**src/rtl/split64_pkg.sv**
```systemverilog
package split64_pkg;

  localparam int DW       = 64;
  localparam int WW       = 32;
  localparam int CNT_MAXW = 16;

  typedef logic [DW-1:0] dword_t;
  typedef logic [WW-1:0] word_t;

  typedef enum logic {
    HALF_HI = 1'b0,
    HALF_LO = 1'b1
  } half_e;

  // increment applied to a counter in one cycle
  function automatic dword_t ctr_amount(input logic is_byte, input logic vld,
                                        input logic [CNT_MAXW-1:0] cnt);
    dword_t a;
    a = '0;
    if (vld) begin
      if (is_byte) a = dword_t'(cnt);
      else         a = dword_t'(1);
    end
    return a;
  endfunction

  function automatic dword_t ctr_step(input dword_t q, input dword_t amt);
    return q + amt;
  endfunction

  function automatic dword_t join_halves(input word_t hi, input word_t lo);
    return {hi, lo};
  endfunction

endpackage

```
**src/rtl/split64_wr_stage.sv**
```systemverilog
module split64_wr_stage
  import split64_pkg::*;
#(
  parameter int IDXW = 3
) (
  input  logic            clk,
  input  logic            rst_n,
  input  logic            soft_clr,
  input  logic            wr,
  input  logic            half,
  input  logic [IDXW-1:0] idx,
  input  word_t           wdata,
  output logic            commit,
  output logic [IDXW-1:0] commit_idx,
  output dword_t          commit_val
);

  word_t stage_q;
  logic  wr_hi;
  logic  wr_lo;

  assign wr_hi = wr && (half == HALF_HI);
  assign wr_lo = wr && (half == HALF_LO);

  always_ff @(posedge clk or negedge rst_n) begin
    if (!rst_n)       stage_q <= '0;
    else if (wr_hi)   stage_q <= wdata;
    else if (soft_clr) stage_q <= '0;
  end

  assign commit     = wr_lo;
  assign commit_idx = idx;
  assign commit_val = join_halves(stage_q, wdata);

  AST_STAGE_LOADS: assert property (@(posedge clk) disable iff (!rst_n)
    wr_hi |=> stage_q == $past(wdata));
  AST_STAGE_CLEARS: assert property (@(posedge clk) disable iff (!rst_n)
    (soft_clr && !wr_hi) |=> stage_q == '0);
  AST_STAGE_HOLDS: assert property (@(posedge clk) disable iff (!rst_n)
    (!wr_hi && !soft_clr) |=> $stable(stage_q));

endmodule

```
**src/rtl/split64_rd_shadow.sv**
```systemverilog
module split64_rd_shadow
  import split64_pkg::*;
#(
  parameter int NREG = 8,
  parameter int IDXW = 3
) (
  input  logic            clk,
  input  logic            rst_n,
  input  logic            soft_clr,
  input  logic            rd,
  input  logic            half,
  input  logic [IDXW-1:0] idx,
  input  dword_t          live [NREG],
  output word_t           rdata
);

  dword_t          sel;
  word_t           shw_q;
  logic            shw_vld_q;
  logic [IDXW-1:0] shw_idx_q;
  logic            rd_hi;
  logic            rd_lo;
  logic            lo_hit;

  assign sel    = live[idx];
  assign rd_hi  = rd && (half == HALF_HI);
  assign rd_lo  = rd && (half == HALF_LO);
  assign lo_hit = rd_lo && shw_vld_q && (shw_idx_q == idx);

  always_ff @(posedge clk or negedge rst_n) begin
    if (!rst_n) begin
      rdata <= '0;
    end else if (rd_hi) begin
      rdata <= sel[DW-1:WW];
    end else if (rd_lo) begin
      rdata <= lo_hit ? shw_q : sel[WW-1:0];
    end
  end

  always_ff @(posedge clk or negedge rst_n) begin
    if (!rst_n) begin
      shw_q     <= '0;
      shw_vld_q <= 1'b0;
      shw_idx_q <= '0;
    end else if (soft_clr) begin
      shw_q     <= '0;
      shw_vld_q <= 1'b0;
      shw_idx_q <= '0;
    end else if (rd_hi) begin
      shw_q     <= sel[WW-1:0];
      shw_vld_q <= 1'b1;
      shw_idx_q <= idx;
    end else if (rd_lo) begin
      shw_vld_q <= 1'b0;
    end
  end

  AST_SHADOW_RETURNED: assert property (@(posedge clk) disable iff (!rst_n)
    lo_hit |=> rdata == $past(shw_q));
  AST_SHADOW_CONSUMED: assert property (@(posedge clk) disable iff (!rst_n)
    rd_lo |=> !shw_vld_q);
  AST_SHADOW_CLEARED: assert property (@(posedge clk) disable iff (!rst_n)
    soft_clr |=> !shw_vld_q && shw_q == '0);
  AST_RDATA_STABLE: assert property (@(posedge clk) disable iff (!rst_n)
    !rd |=> $stable(rdata));

endmodule

```
**src/rtl/split64_ctr_cell.sv**
```systemverilog
module split64_ctr_cell
  import split64_pkg::*;
#(
  parameter int BCW     = 8,
  parameter bit IS_BYTE = 1'b0
) (
  input  logic           clk,
  input  logic           rst_n,
  input  logic           soft_clr,
  input  logic           load,
  input  dword_t         load_val,
  input  logic           evt_vld,
  input  logic [BCW-1:0] evt_cnt,
  output dword_t         q
);

  dword_t amt;

  assign amt = ctr_amount(IS_BYTE, evt_vld, CNT_MAXW'(evt_cnt));

  always_ff @(posedge clk or negedge rst_n) begin
    if (!rst_n)        q <= '0;
    else if (soft_clr) q <= '0;
    else if (load)     q <= load_val;
    else               q <= ctr_step(q, amt);
  end

  AST_CTR_CLEARED: assert property (@(posedge clk) disable iff (!rst_n)
    soft_clr |=> q == '0);
  AST_LOAD_WINS: assert property (@(posedge clk) disable iff (!rst_n)
    (load && !soft_clr) |=> q == $past(load_val));
  AST_CTR_IDLE_HOLDS: assert property (@(posedge clk) disable iff (!rst_n)
    (!load && !soft_clr && !evt_vld) |=> $stable(q));

  if (!IS_BYTE) begin : g_req_chk
    AST_REQ_STEP_ONE: assert property (@(posedge clk) disable iff (!rst_n)
      (!load && !soft_clr && evt_vld) |=> (q - $past(q)) == dword_t'(1));
  end

endmodule

```
**src/rtl/split64_ctr_bank.sv**
```systemverilog
module split64_ctr_bank
  import split64_pkg::*;
#(
  parameter int NREQ  = 3,
  parameter int NBYTE = 4,
  parameter int BCW   = 8,
  parameter int NREG  = 1 + NREQ + NBYTE,
  parameter int IDXW  = $clog2(NREG),
  parameter int AW    = IDXW + 1
) (
  input  logic                 clk,
  input  logic                 rst_n,
  input  logic                 bus_wr,
  input  logic                 bus_rd,
  input  logic [AW-1:0]        bus_addr,
  input  logic [31:0]          bus_wdata,
  output logic [31:0]          bus_rdata,
  input  logic [NREQ-1:0]      req_evt,
  input  logic [NBYTE-1:0]     byte_vld,
  input  logic [NBYTE*BCW-1:0] byte_cnt,
  output logic [63:0]          cfg_out
);

  localparam int SRST_BIT = 31;

  logic            half;
  logic [IDXW-1:0] idx;
  logic            commit;
  logic [IDXW-1:0] commit_idx;
  dword_t          commit_val;
  dword_t          cfg_q;
  logic            soft_clr;
  logic            cfg_commit;
  dword_t          live [NREG];

  assign half       = bus_addr[0];
  assign idx        = bus_addr[AW-1:1];
  assign soft_clr   = cfg_q[SRST_BIT];
  assign cfg_commit = commit && (commit_idx == '0);

  split64_wr_stage #(.IDXW(IDXW)) u_stage (
    .clk        (clk),
    .rst_n      (rst_n),
    .soft_clr   (soft_clr),
    .wr         (bus_wr),
    .half       (half),
    .idx        (idx),
    .wdata      (bus_wdata),
    .commit     (commit),
    .commit_idx (commit_idx),
    .commit_val (commit_val)
  );

  always_ff @(posedge clk or negedge rst_n) begin
    if (!rst_n)          cfg_q <= '0;
    else if (cfg_commit) cfg_q <= commit_val;
    else if (soft_clr)   cfg_q[SRST_BIT] <= 1'b0;
  end

  assign cfg_out = cfg_q;
  assign live[0] = cfg_q;

  for (genvar gi = 1; gi < NREG; gi++) begin : g_ctr
    localparam bit IS_B = (gi > NREQ);
    logic           ev_v;
    logic [BCW-1:0] ev_c;
    if (IS_B) begin : g_byte
      assign ev_v = byte_vld[gi-NREQ-1];
      assign ev_c = byte_cnt[(gi-NREQ-1)*BCW +: BCW];
    end else begin : g_req
      assign ev_v = req_evt[gi-1];
      assign ev_c = '0;
    end
    split64_ctr_cell #(.BCW(BCW), .IS_BYTE(IS_B)) u_cell (
      .clk      (clk),
      .rst_n    (rst_n),
      .soft_clr (soft_clr),
      .load     (commit && (commit_idx == IDXW'(gi))),
      .load_val (commit_val),
      .evt_vld  (ev_v),
      .evt_cnt  (ev_c),
      .q        (live[gi])
    );
  end

  split64_rd_shadow #(.NREG(NREG), .IDXW(IDXW)) u_rd (
    .clk      (clk),
    .rst_n    (rst_n),
    .soft_clr (soft_clr),
    .rd       (bus_rd),
    .half     (half),
    .idx      (idx),
    .live     (live),
    .rdata    (bus_rdata)
  );

  AST_SRST_SELF_CLEAR: assert property (@(posedge clk) disable iff (!rst_n)
    (soft_clr && !cfg_commit) |=> !cfg_q[SRST_BIT]);
  AST_CFG_KEEPS_FIELDS: assert property (@(posedge clk) disable iff (!rst_n)
    (!cfg_commit) |=> cfg_q[SRST_BIT-1:0] == $past(cfg_q[SRST_BIT-1:0])
                      && cfg_q[DW-1:WW] == $past(cfg_q[DW-1:WW]));
  AST_HI_WRITE_NO_COMMIT: assert property (@(posedge clk) disable iff (!rst_n)
    (bus_wr && half == HALF_HI && !soft_clr) |=> $stable(cfg_q));

endmodule

```
**config.mk**
```make
export PLATFORM = sky130hd
export DESIGN_NAME = split64_ctr_bank
export DESIGN_NICKNAME = d
export VERILOG_FILES = /design/src/rtl/split64_pkg.sv /design/src/rtl/split64_wr_stage.sv /design/src/rtl/split64_rd_shadow.sv /design/src/rtl/split64_ctr_cell.sv /design/src/rtl/split64_ctr_bank.sv
export SDC_FILE = /design/constraint.sdc
export NUM_CORES = 2
export LEC_CHECK = 0
export CORE_UTILIZATION = 38
export DETAILED_ROUTE_END_ITERATION = 16
export GPL_ROUTABILITY_DRIVEN = 0
export PLACE_DENSITY = 0.62
export REMOVE_ABC_BUFFERS = 1
export SKIP_LAST_GASP = 1
export SLEW_MARGIN = 10
export SYNTH_ARGS = -nofsm -noshare
export SYNTH_HDL_FRONTEND = slang
export SYNTH_HIERARCHICAL = 1
export SYNTH_SLANG_ARGS = --single-unit
```
**constraint.sdc**
```tcl
create_clock -name clk -period 6.7 [get_ports clk]
set_input_delay 0.67 -clock clk [delete_from_list [all_inputs] [get_ports clk]]
set_output_delay 0.67 -clock clk [all_outputs]
set_load 0.02 [all_outputs]
```
# After elaboration in Yosys (flattened, before gate mapping)
# Index checks and enable logic that the tools add are counted.
# classes
n_reduce_logical	19
add_sub_neg	7
muxes	37
n_eq_ne	8
order_cmp	1
bitwise_logic	2
# ops
cell	count
2-to-1 mux 64 bit	16
adder 64 bit	7
2-to-1 mux 32 bit	7
binary-select mux 64 bit (select 3 bit)	1
2-to-1 mux 8 bit	4
logical AND 1 bit	14
equality test 3 bit (second input constant)	4
2-to-1 mux 1 bit	7
equality test 3 x 2 -> 1 bit (second input constant)	2
2-to-1 mux 3 bit	2
nonzero test 2 bit	3
>= comparator 4 bit (second input constant)	1
NOT 3 -> 4 bit	1
equality test 3 x 1 -> 1 bit (second input constant)	1
equality test 3 bit	1
zero test 3 bit	1
nonzero test 3 bit	1
NOT 1 bit	1
# word_totals
in_bits	79
word_cells	88
register_bits	612

# Longest topological paths before layout
# logic_depth
ltp_word	7
mapped_depth	10
ltp_nobuf	8

# Cells and area by module
# Netlist, hierarchy kept.
# modules_own_cells
mod	cells_per_inst	n_inst	area_per_inst_um2
split64_ctr_cell at g_ctr[4].u_cell ...	522	4	4518.1
split64_ctr_cell at g_ctr[2].u_cell ...	471	2	4092.7
split64_rd_shadow	503	1	6691.4
split64_ctr_cell at g_ctr[1].u_cell	443	1	3926.3
split64_ctr_bank	213	1	3224.3
split64_wr_stage	140	1	1910.6

# Least setup slack after synthesis
# OpenSTA, ideal clock, no wires.
# synth_timing
kind	input to register
from	in byte_cnt[16]
to	reg g_ctr[6].u_cell.q[30]
setup_slack_ns	3.697
path_buffers	2
t_arrival_ns	2.903
cell_stages	10
cell_sequence	and2_1 ha_1 fa_1 a211oi_1 nor3_4 o211ai_2 buf_2 buf_2 o21ai_0 a311oi_1
# synth_via
elab_chain_len	4
# synth_rtl
element	line_no	text
from (decl)	split64_ctr_bank.sv:20	input logic [NBYTE*BCW-1:0] byte_cnt,
2-to-1 mux 8 bit	split64_pkg.sv:20	if (vld) begin
adder 64 bit	split64_pkg.sv:28	return q + amt;
2-to-1 mux 64 bit	split64_ctr_cell.sv:24	else if (load) q <= load_val;
2-to-1 mux 64 bit	split64_ctr_cell.sv:23	else if (soft_clr) q <= '0;
to (signal assigned)	split64_ctr_cell.sv:24	
to (signal assigned)	split64_ctr_cell.sv:25	else q <= ctr_step(q, amt);
to (decl)	split64_ctr_cell.sv:14	output dword_t q
# Every way passes these cells.
# A chain may end at the register's enable or synchronous reset.

# Final worst setup path
# layout_timing
from	in byte_vld[2]
to	reg g_ctr[6].u_cell.q[28]
# layout_via
elab_chain_len	4
# layout_rtl
element	line_no	text
from (decl)	split64_ctr_bank.sv:19	input logic [NBYTE-1:0] byte_vld,
2-to-1 mux 8 bit	split64_pkg.sv:20	
adder 64 bit	split64_pkg.sv:28	
2-to-1 mux 64 bit	split64_ctr_cell.sv:24	
2-to-1 mux 64 bit	split64_ctr_cell.sv:23	
# Every way passes these cells.

==> out/summary.txt <==
DRC Markers: 0
Final Hold Vio Count: 0
Max Cap Viol: 0
Top-Level Pins: 175
Final Slew Violations: 0
CP Capture Type: flop
root buffer cell: clkbuf_16
final period utilization: 0.547
worst min path class: in -> async
die width: 334 µm
global-route wire length before repair: 241000 µm
CP arrival: 4190 ps
initial drt markers: 4941
hpwl dp: 120000 µm
Antenna Nets Post-Route: 0
post-cts sizing count: 0
minimum clock period: 3670 ps
Setup CP Type: in -> reg
peak supply drop: 179 µV
post-synthesis cell count: 4328
Total Wirelength: 166000 µm
Num CTS Buffers: 74
syn_area_per_cell: 9.71 µm²
number of global-route vias before repair: 34752
Pwr Density: 335 nW/µm²
Ys Warns: 6
H-tree levels: 3
Die Y: 334 µm
Bufs on Longest Clock Path: 3
Layout Skew: 27.6 ps
worst slew pin tran: 1240 ps
routed len/inst: 28.7 µm
port bufs: 174
initial core utilization: 0.385
unrepaired setup endpoints after global routing: no
CP Launch Type: primary input
worst skew pair latency: 650 ps
initial antenna violation count: 3
CTS tree: yes
# setup viols final: 0
Slew Limit Headroom: 0.172
Clk pin slew, worst setup/hold paths: 60 ps
First-pass DRT Iterations: 6
Post-CTS Setup Repair Bufs: 0
clk sink count: 612
site row count: 121
Total GRT Usage: 0.291
fillers: 10521
largest net degree at the start of global routing: 208
fraction of layout cells with a size suffix above 1: 0.124
Placed Instance Area: 44000 µm²
Fmax achieved: 0.273 GHz
area grow syn2layout: 10.7%
Total Nets Final: 4372
Util after Layout: 0.426
Via Count: 37980
hold slack: 108 ps
core area: 109000 µm²
CTS Hold Bufs: 0
Worst Path Required: 7220 ps
worst-path fanout max: 12
vias per cell: 6.57
Die ar.: 112000 µm²
cell area after synthesis: 42000 µm²
static leakage: 17.4 nW
outcome: complete, no violations
total gr overflow: 0
final non-filler cell area: 46500 µm²
stage by stage:
stage | setup TNS, ps | power (W) | worst slack, ps | cells
finish | 0 | 0.0156 | 3030 | 5784
global route | 0 | 0.0162 | 2790 | 5782
CTS | 0 | 0.0155 | 3120 | 5782
detailed placement | 0 | 0.0112 | 2450 | 5648
global placement | 0 | 0.0111 | 2550 | 5648
floorplan | -968450 | 0.00900 | -3340 | 3947
registers in the layout (all words and copies together) (netlist names):
register and count:
u_rd/shw_q 32, u_rd/shw_vld_q 1, u_stage/stage_q 32, cfg_out 64
u_rd/rdata 32, u_rd/shw_idx_q 3, g_ctr.u_cell/q 448
placed cells by master, fill, tap and decap left out, types with 90 or more instances in the layout:
cell type	count
a211oi_1	195
a21oi_1	137
nor2_1	459
nand4_1	145
clkdlybuf4s50_1	169
a311oi_1	160
dfrtp_1	611
nand3_1	171
o21ai_0	98
mux2i_1	90
or4_1	105
mux4_2	128
inv_1	140
xnor2_1	90
o31ai_1	101
nand2_1	251
critical path, cell delays in order:
cell	delay, ps
clkdlybuf4s50_1	480
and2_1	180
ha_1	220
fa_1	440
a211oi_1	610
nor3_4	160
o211ai_1	910
o31ai_1	130
a311oi_1	360
routing by layer:
metal	global-route usage	vias to the layer above	part of all wire
li1	-	16433	-
met1	0.381	18896	0.39
met2	0.432	2152	0.43
met3	0.0577	499	0.093
met4	0.199	0	0.081
met5	0	-	0
power breakdown:
group | internal [W] | switching [W]
registers | 0.00474 | 0.00185
clock network | 0.00254 | 0.00171
logic | 0.00226 | 0.00248
worst paths after layout:
check                                        endpoint  cells past startpoint  slack [ps]                  start
worst max-delay path            g_ctr[6].u_cell/q[28]                      9        3030            byte_vld[2]
worst min-delay path             g_ctr[5].u_cell/q[4]                      1         110                  rst_n
worst max register to register  g_ctr[1].u_cell/q[54]                      5        3210  g_ctr[1].u_cell/q[34]
worst min register to register          u_rd/rdata[2]                      2         490          u_rd/shw_q[2]
max in group asynchronous              u_rd/shw_q[27]                      2        4990                  rst_n
min in group clk                    u_rd/shw_idx_q[1]                      3         470            bus_addr[2]
layout make-up:
cell class / count / area (µm²) / area share
diodes: 2 / 5.00 / 0.000108
clock buffers: 109 / 2200 / 0.0472
clock inverters: 25 / 315 / 0.00678
inverters: 147 / 557 / 0.0120
multi-input cells: 3188 / 24100 / 0.517
flip-flops and latches: 612 / 15300 / 0.329
well taps: 1476 / 1850 / 0.0397
repair buffers: 225 / 2200 / 0.0473
No activity file was read; power rests on OpenSTA's default activity.
